**src/rtl/hostbus_pkg.sv**
```systemverilog
package hostbus_pkg;
    typedef enum logic [1:0] {MD_OPEN, MD_80LOCK, MD_68K} bus_mode_e;
    typedef enum logic [2:0] {
        AC_IDLE, AC_WR_STB, AC_WR_WAIT, AC_RD_STB, AC_RD_WAIT, AC_VEC
    } acc_state_e;
    typedef enum logic [2:0] {RS_CTRL, RS_DATA, RS_OWN, RS_CLK, RS_VEC, RS_NONE} reg_sel_e;
    localparam int CB_ESO = 6;
    localparam int CB_ES1 = 5;
    localparam int CB_ES2 = 4;
    localparam int CB_ENI = 3;
    localparam int TEST_BITS = 4;
endpackage

```
**src/rtl/hostbus_mode_det.sv**
```systemverilog
module hostbus_mode_det
    import hostbus_pkg::*;
(
    input  logic      clk,
    input  logic      rst_n,
    input  logic      cs_n,
    input  logic      wr_n,
    output logic      is68k,
    output logic      lock_68k
);
    bus_mode_e mode, mode_nx;
    logic      wr_prev;
    logic      wr_fall;

    assign wr_fall = wr_prev && !wr_n;

    always_ff @(posedge clk) begin
        if (!rst_n) begin
            mode    <= MD_OPEN;
            wr_prev <= 1'b1;
        end else begin
            mode    <= mode_nx;
            wr_prev <= wr_n;
        end
    end

    always_comb begin
        mode_nx = mode;
        unique case (mode)
            MD_OPEN: begin
                if (wr_fall && cs_n)       mode_nx = MD_68K;
                else if (wr_fall && !cs_n) mode_nx = MD_80LOCK;
            end
            MD_80LOCK: mode_nx = MD_80LOCK;
            MD_68K:    mode_nx = MD_68K;
            default:   mode_nx = MD_OPEN;
        endcase
    end

    always_comb begin
        is68k    = (mode == MD_68K);
        lock_68k = (mode == MD_OPEN) && wr_fall && cs_n;
    end
endmodule

```
**src/rtl/hostbus_access_fsm.sv**
```systemverilog
module hostbus_access_fsm
    import hostbus_pkg::*;
(
    input  logic clk,
    input  logic rst_n,
    input  logic is68k,
    input  logic cs_n,
    input  logic wr_n,
    input  logic rd_n,
    input  logic iack_n,
    input  logic eni,
    output logic wr_stb,
    output logic rd_stb,
    output logic rd_phase,
    output logic vec_phase,
    output logic dtack_oe
);
    acc_state_e state, state_nx;
    logic wr_req, rd_req, cyc_any, vec_req;

    assign wr_req  = !cs_n && !wr_n;
    assign rd_req  = is68k ? (!cs_n && wr_n) : (!cs_n && !rd_n);
    assign cyc_any = is68k ? !cs_n : (!cs_n && (!wr_n || !rd_n));
    assign vec_req = !iack_n && eni;

    always_ff @(posedge clk) begin
        if (!rst_n) state <= AC_IDLE;
        else        state <= state_nx;
    end

    always_comb begin
        state_nx = state;
        unique case (state)
            AC_IDLE: begin
                if (vec_req)     state_nx = AC_VEC;
                else if (wr_req) state_nx = AC_WR_STB;
                else if (rd_req) state_nx = AC_RD_STB;
            end
            AC_WR_STB:  state_nx = cyc_any ? AC_WR_WAIT : AC_IDLE;
            AC_WR_WAIT: state_nx = cyc_any ? AC_WR_WAIT : AC_IDLE;
            AC_RD_STB:  state_nx = cyc_any ? AC_RD_WAIT : AC_IDLE;
            AC_RD_WAIT: state_nx = cyc_any ? AC_RD_WAIT : AC_IDLE;
            AC_VEC:     state_nx = !iack_n ? AC_VEC : AC_IDLE;
            default:    state_nx = AC_IDLE;
        endcase
    end

    always_comb begin
        wr_stb    = (state == AC_WR_STB);
        rd_stb    = (state == AC_RD_STB);
        rd_phase  = (state == AC_RD_STB) || (state == AC_RD_WAIT);
        vec_phase = (state == AC_VEC);
        dtack_oe  = is68k && (state != AC_IDLE);
    end
endmodule

```
**src/rtl/hostbus_regs.sv**
```systemverilog
module hostbus_regs
    import hostbus_pkg::*;
#(
    parameter int          DW      = 8,
    parameter logic [DW-1:0] VEC_80  = 8'h00,
    parameter logic [DW-1:0] VEC_68K = 8'h0F,
    parameter logic [DW-1:0] CTRL_RST = 8'h80
) (
    input  logic          clk,
    input  logic          rst_n,
    input  logic          a0,
    input  logic [DW-1:0] db_in,
    input  logic [DW-1:0] stat_in,
    input  logic [DW-1:0] rbuf_in,
    input  logic          wr_stb,
    input  logic          rd_stb,
    input  logic          rd_phase,
    input  logic          vec_phase,
    input  logic          lock_68k,
    output logic [DW-1:0] db_out,
    output logic          db_oe,
    output logic [DW-1:0] ctrl_q,
    output logic [DW-1:0] own_addr_q,
    output logic [DW-1:0] clk_cfg_q,
    output logic [DW-1:0] wr_data,
    output logic          data_wr_stb,
    output logic          data_rd_stb,
    output logic          ctrl_wr_stb,
    output logic          eni
);
    reg_sel_e      sel;
    logic [DW-1:0] vec_q;
    logic [DW-1:0] rdata;

    always_comb begin
        if (a0) sel = RS_CTRL;
        else begin
            unique case ({ctrl_q[CB_ESO], ctrl_q[CB_ES1], ctrl_q[CB_ES2]})
                3'b100:  sel = RS_DATA;
                3'b000:  sel = RS_OWN;
                3'b010:  sel = RS_CLK;
                3'b001:  sel = RS_VEC;
                default: sel = RS_NONE;
            endcase
        end
    end

    always_ff @(posedge clk) begin
        if (!rst_n) begin
            ctrl_q     <= CTRL_RST;
            own_addr_q <= '0;
            clk_cfg_q  <= '0;
            vec_q      <= VEC_80;
        end else begin
            if (wr_stb) begin
                unique case (sel)
                    RS_CTRL: ctrl_q     <= db_in;
                    RS_OWN:  own_addr_q <= db_in;
                    RS_CLK:  clk_cfg_q  <= db_in;
                    RS_VEC:  vec_q      <= db_in;
                    default: ;
                endcase
            end
            if (lock_68k) vec_q <= VEC_68K;
        end
    end

    always_comb begin
        unique case (sel)
            RS_CTRL: rdata = ctrl_q[CB_ESO] ? stat_in
                           : {stat_in[DW-1:TEST_BITS], ctrl_q[TEST_BITS-1:0]};
            RS_DATA: rdata = rbuf_in;
            RS_OWN:  rdata = own_addr_q;
            RS_CLK:  rdata = clk_cfg_q;
            RS_VEC:  rdata = vec_q;
            default: rdata = '0;
        endcase
    end

    always_comb begin
        db_oe       = vec_phase || (rd_phase && (sel != RS_NONE));
        db_out      = vec_phase ? vec_q : (db_oe ? rdata : '0);
        ctrl_wr_stb = wr_stb && (sel == RS_CTRL);
        data_wr_stb = wr_stb && (sel == RS_DATA);
        data_rd_stb = rd_stb && (sel == RS_DATA);
        wr_data     = db_in;
        eni         = ctrl_q[CB_ENI];
    end
endmodule

```
**src/rtl/hostbus_adapt.sv**
```systemverilog
module hostbus_adapt
    import hostbus_pkg::*;
#(
    parameter int DW = 8
) (
    input  logic          clk,
    input  logic          rst_n,
    input  logic          cs_n,
    input  logic          a0,
    input  logic          wr_n,
    input  logic          rd_n,
    input  logic          iack_n,
    input  logic [DW-1:0] db_in,
    output logic [DW-1:0] db_out,
    output logic          db_oe,
    output logic          dtack_oe,
    output logic          mode_68k,
    input  logic [DW-1:0] stat_in,
    input  logic [DW-1:0] rbuf_in,
    output logic [DW-1:0] ctrl_q,
    output logic [DW-1:0] own_addr_q,
    output logic [DW-1:0] clk_cfg_q,
    output logic          data_wr_stb,
    output logic [DW-1:0] wr_data,
    output logic          data_rd_stb,
    output logic          ctrl_wr_stb
);
    logic lock_68k, eni, wr_stb, rd_stb, rd_phase, vec_phase;

    hostbus_mode_det u_mode (
        .clk(clk), .rst_n(rst_n), .cs_n(cs_n), .wr_n(wr_n),
        .is68k(mode_68k), .lock_68k(lock_68k)
    );

    hostbus_access_fsm u_acc (
        .clk(clk), .rst_n(rst_n), .is68k(mode_68k), .cs_n(cs_n), .wr_n(wr_n),
        .rd_n(rd_n), .iack_n(iack_n), .eni(eni), .wr_stb(wr_stb), .rd_stb(rd_stb),
        .rd_phase(rd_phase), .vec_phase(vec_phase), .dtack_oe(dtack_oe)
    );

    hostbus_regs #(.DW(DW)) u_regs (
        .clk(clk), .rst_n(rst_n), .a0(a0), .db_in(db_in), .stat_in(stat_in),
        .rbuf_in(rbuf_in), .wr_stb(wr_stb), .rd_stb(rd_stb), .rd_phase(rd_phase),
        .vec_phase(vec_phase), .lock_68k(lock_68k), .db_out(db_out), .db_oe(db_oe),
        .ctrl_q(ctrl_q), .own_addr_q(own_addr_q), .clk_cfg_q(clk_cfg_q),
        .wr_data(wr_data), .data_wr_stb(data_wr_stb), .data_rd_stb(data_rd_stb),
        .ctrl_wr_stb(ctrl_wr_stb), .eni(eni)
    );
endmodule

```
**config.mk**
```make
export PLATFORM = sky130hd
export DESIGN_NAME = hostbus_adapt
export DESIGN_NICKNAME = d
export VERILOG_FILES = /design/src/rtl/hostbus_pkg.sv /design/src/rtl/hostbus_mode_det.sv /design/src/rtl/hostbus_access_fsm.sv /design/src/rtl/hostbus_regs.sv /design/src/rtl/hostbus_adapt.sv
export SDC_FILE = /design/constraint.sdc
export NUM_CORES = 1
export LEC_CHECK = 0
export ABC_CLOCK_PERIOD_IN_PS = 1500
export CORE_ASPECT_RATIO = 0.5
export CORE_UTILIZATION = 50
export DETAILED_ROUTE_END_ITERATION = 12
export DONT_BUFFER_PORTS = 1
export PLACE_DENSITY = 0.68
export SLEW_MARGIN = 20
export SYNTH_ARGS = -nofsm -noshare
export SYNTH_HDL_FRONTEND = slang
export SYNTH_SLANG_ARGS = --single-unit
```
**constraint.sdc**
```tcl
create_clock -name clk -period 1.5 [get_ports clk]
set_input_delay 0.15 -clock clk [delete_from_list [all_inputs] [get_ports clk]]
set_output_delay 0.15 -clock clk [all_outputs]
set_load 0.01 [all_outputs]
```
==> summary.md <==
| Metric | Value |
|---|---|
| Clock skew | `0.00365 ns` |
| Largest net degree at the start of global routing | `22` |
| Pwr Density | `834 mW/mm^2` |
| Maximum fanout along the worst path | `10` |
| Setup violators final | `20` |
| Design Area, Final | `0.00284 mm^2` |
| Arr. time, crit path | `1.71 ns` |
| Fin. Hold Viols | `1` |
| Distinct cell type count after synthesis | `44` |
| Die height | `48.9 um` |
| CORE AREA | `0.00406 mm^2` |
| Setup WS post-layout | `-0.360 ns` |
| Mapped Area | `0.00220 mm^2` |
| Seq/Total Area, Yosys | `34.6%` |
| Ys async rst share | `0%` |
| N_diodes | `0` |
| Initial antenna violation count | `0` |
| Reg clk slew, reported paths | `0.08 ns` |
| CTS buffer count | `5` |
| Overall routing resource usage | `27.2%` |
| Placed cell count | `304` |
| Hold slack | `-0.00136 ns` |
| Top Layer Used | `met4` |
| Post-route met1 wirelength | `2890 um` |
| First drt pass iteration count | `7` |
| CP Class | `flip-flop to output pin` |
| Syn avg cell area | `8.83 um^2` |
| Root Buffer | `clkbuf_8` |
| Failing checks | `hold timing, setup timing` |
| Placed instance area | `0.00232 mm^2` |
| EDFF count, synth | `0` |
| Drt wl/cell | `19.5 um` |
| Leak pwr | `1.22 nW` |
| Met3 wire length | `737 um` |
| Slew Viols, Final | `0` |
| Status | `finished, violations left` |
| FILL cells | `314` |
| Setup slack at placement | `-0.0458 ns` |
| Gr ovfl total | `0` |
| Fmax | `538 MHz` |
| Vias | `1,999` |
| H-tree depth | `2` |
| Drt initial violations | `163` |
| Area delta synth->final | `29.2%` |
| Std-Cell Rows | `16` |
| Die ar. | `0.00468 mm^2` |
| HP Class | `input pin to flip-flop` |
| CTS Buffer Depth | `2` |
| Max-capacitance violation count | `0` |
| # IOs | `77` |
| Synth Net Count | `280` |
| Ys flop type | `dfxtp_1` |
| Synthesis-stage register bit count | `38` |
| Die Wd | `95.8 um` |
| Fin cells | `333` |
| Sink Count | `38` |
| Tmin final | `1.86 ns` |
| First-pass GRT wire length | `9540 um` |
| Synth warn | `0` |
| Fraction of layout cells with a size suffix above 1 | `30.8%` |
| Routability cong. | `0.850` |
| Final Cycle Share | `124%` |
| Rel. slew slack | `49.2%` |
| Worst Path Required | `1.35 ns` |
| Vias in the first global route | `1,887` |
| Clock Latency Late Sink | `0.30 ns` |
| Storage cell area | `773 um^2` |
| Crit end category | `output pin` |
| Multi-input logic area | `0.00141 mm^2` |
| Via density | `6.00` |
| RSZ-0062 raised after global routing | `true` |
| Peak VDD IR | `0.505 mV` |
| Final Util | `69.9%` |
| CTS tree | `yes` |
| Power, Total | `2.37 mW` |
| CP Launch Type | `flip-flop` |
| Final #Nets | `309` |
| # DRC | `0` |
| Gate Count Post-Synth | `249` |
| Starting Density | `54.1%` |
| Port bufs | `0` |
| Worst slew pin tran | `0.759 ns` |
| Final wirelength | `6480 um` |
| Met2 routed WL | `2820 um` |
| Post-detail-place hpwl | `4020 um` |
| Post-detailed-route count of antenna-violating nets | `0` |
[final cells by class]
cell class                 count  area share (%)
timing repair inverter         1           0.220
clock inverter                 2           0.440
clock buffer                   6            2.91
sequential                    38            27.2
tap                           54            2.38
multi-input combinational    179            49.5
timing repair buffer          45            15.8
inverter                       8            1.50
[path summary, 6_finish.rpt]
| kind | from | endpoint | slack [ns] | cells after the start |
|---|---|---|---|---|
| worst max-delay path | u_regs.ctrl_q[6] | db_oe | -0.36 | 6 |
| worst min-delay path | db_in[6] | u_regs.vec_q[6] | -0.001 | 2 |
| worst max register to register | u_acc.state[0] | u_regs.vec_q[2] | -0.04 | 6 |
| worst min register to register | u_mode.mode[0] | u_mode.mode[1] | 0.49 | 1 |
[cell usage after synthesis (2+ instances only)]
cell type / n / area share (%)
o21ai_1: 7 / 1.6
nor3b_1: 2 / 0.68
nor2b_1: 23 / 6.5
nand3b_1: 3 / 1.0
nor2_1: 17 / 2.9
o21ai_0: 3 / 0.68
a222oi_1: 4 / 1.8
inv_1: 7 / 1.2
a21boi_1: 4 / 1.4
dfxtp_1: 38 / 35
a31oi_1: 3 / 0.85
a221oi_1: 3 / 1.2
nand4b_1: 2 / 0.80
clkbuf_1: 4 / 0.68
a22o_1: 10 / 4.0
buf_2: 5 / 1.1
a21boi_0: 9 / 3.1
nor4bb_1: 2 / 0.91
nor3_1: 3 / 0.68
mux2i_1: 24 / 11
buf_4: 10 / 3.4
nand2_1: 32 / 5.5
and2_1: 2 / 0.57
o32ai_1: 2 / 0.80
buf_6: 5 / 2.6
mux2_2: 7 / 3.6
[flip-flops by register name, indices dropped and copies added, names as in the netlist]
signal             cells
u_acc.state            3
u_mode.wr_prev         1
u_regs.vec_q           8
u_regs.clk_cfg_q       8
u_regs.ctrl_q          8
u_mode.mode            2
u_regs.own_addr_q      8
[per-layer routing]
layer  global-route usage (%)  up-vias
li1                         -      932
met1                     37.3      961
met2                     38.7       98
met3                     10.9        8
met4                     8.96        0
met5                        0        -
[repair_timing]
action | 4_1_cts | 5_1_grt
resized for setup | 25 | 33
endpoints found under the setup margin | 11 | 29
hold buffers | 10 | 1
setup buffers | 2 | 6
pin swaps | 7 | 22
gates cloned | 1 | 1
hold endpoints to repair | 24 | 2
[worst max-delay path, cell delays in order (launching register included)]
cell and delay (ns):
dfxtp_4 0.38, buf_12 0.15, o21ai_0 0.20, a21o_1 0.21, nor2_1 0.07, o32ai_2 0.22, buf_4 0.16
[cells by family (layout without fill, tap and decap cells)]
| kind of cell | Yosys count | in the layout | share of synthesized area [%] |
|---|---|---|---|
| compound gates | 49 | 49 | 16.8 |
| xor+xnor | 1 | 1 | 0.398 |
| buf+inv | 32 | 62 | 9.21 |
| flops | 38 | 38 | 34.6 |
| mux | 31 | 31 | 14.5 |
| simple gates | 98 | 98 | 24.5 |
[placed cells by master (no fill, tap or decap), drive strengths merged, types with 2 or more instances in the layout]
cell / n
inv: 8
buf: 34
a222oi: 4
nor4bb: 2
nor2b: 23
nand3b: 3
nor3: 3
clkinv: 2
nand3: 2
dfxtp: 38
nor2: 17
clkbuf: 6
nor3b: 3
and2: 2
nand4b: 2
mux2: 7
o32ai: 2
a21boi: 13
o21ai: 11
nor4b: 2
a221oi: 3
mux2i: 24
a22o: 10
dlygate4sd3: 11
a31oi: 3
nand2: 33
[power breakdown]
part,internal (mW),switching (mW)
clock,0.370,0.387
sequential,1.05,0.0588
combinational,0.265,0.236
total,1.69,0.682
[stage by stage]
step	setup TNS, ns	hold WS [ns]
5_1_grt	-5.80	0.00324
6_report	-3.31	-0.00136
3_5_place_dp	-0.0832	0.229
2_1_floorplan	0	0.272
4_1_cts	-2.45	0.000482
3_3_place_gp	-0.00278	0.225
No activity file was read; power rests on OpenSTA's default activity.
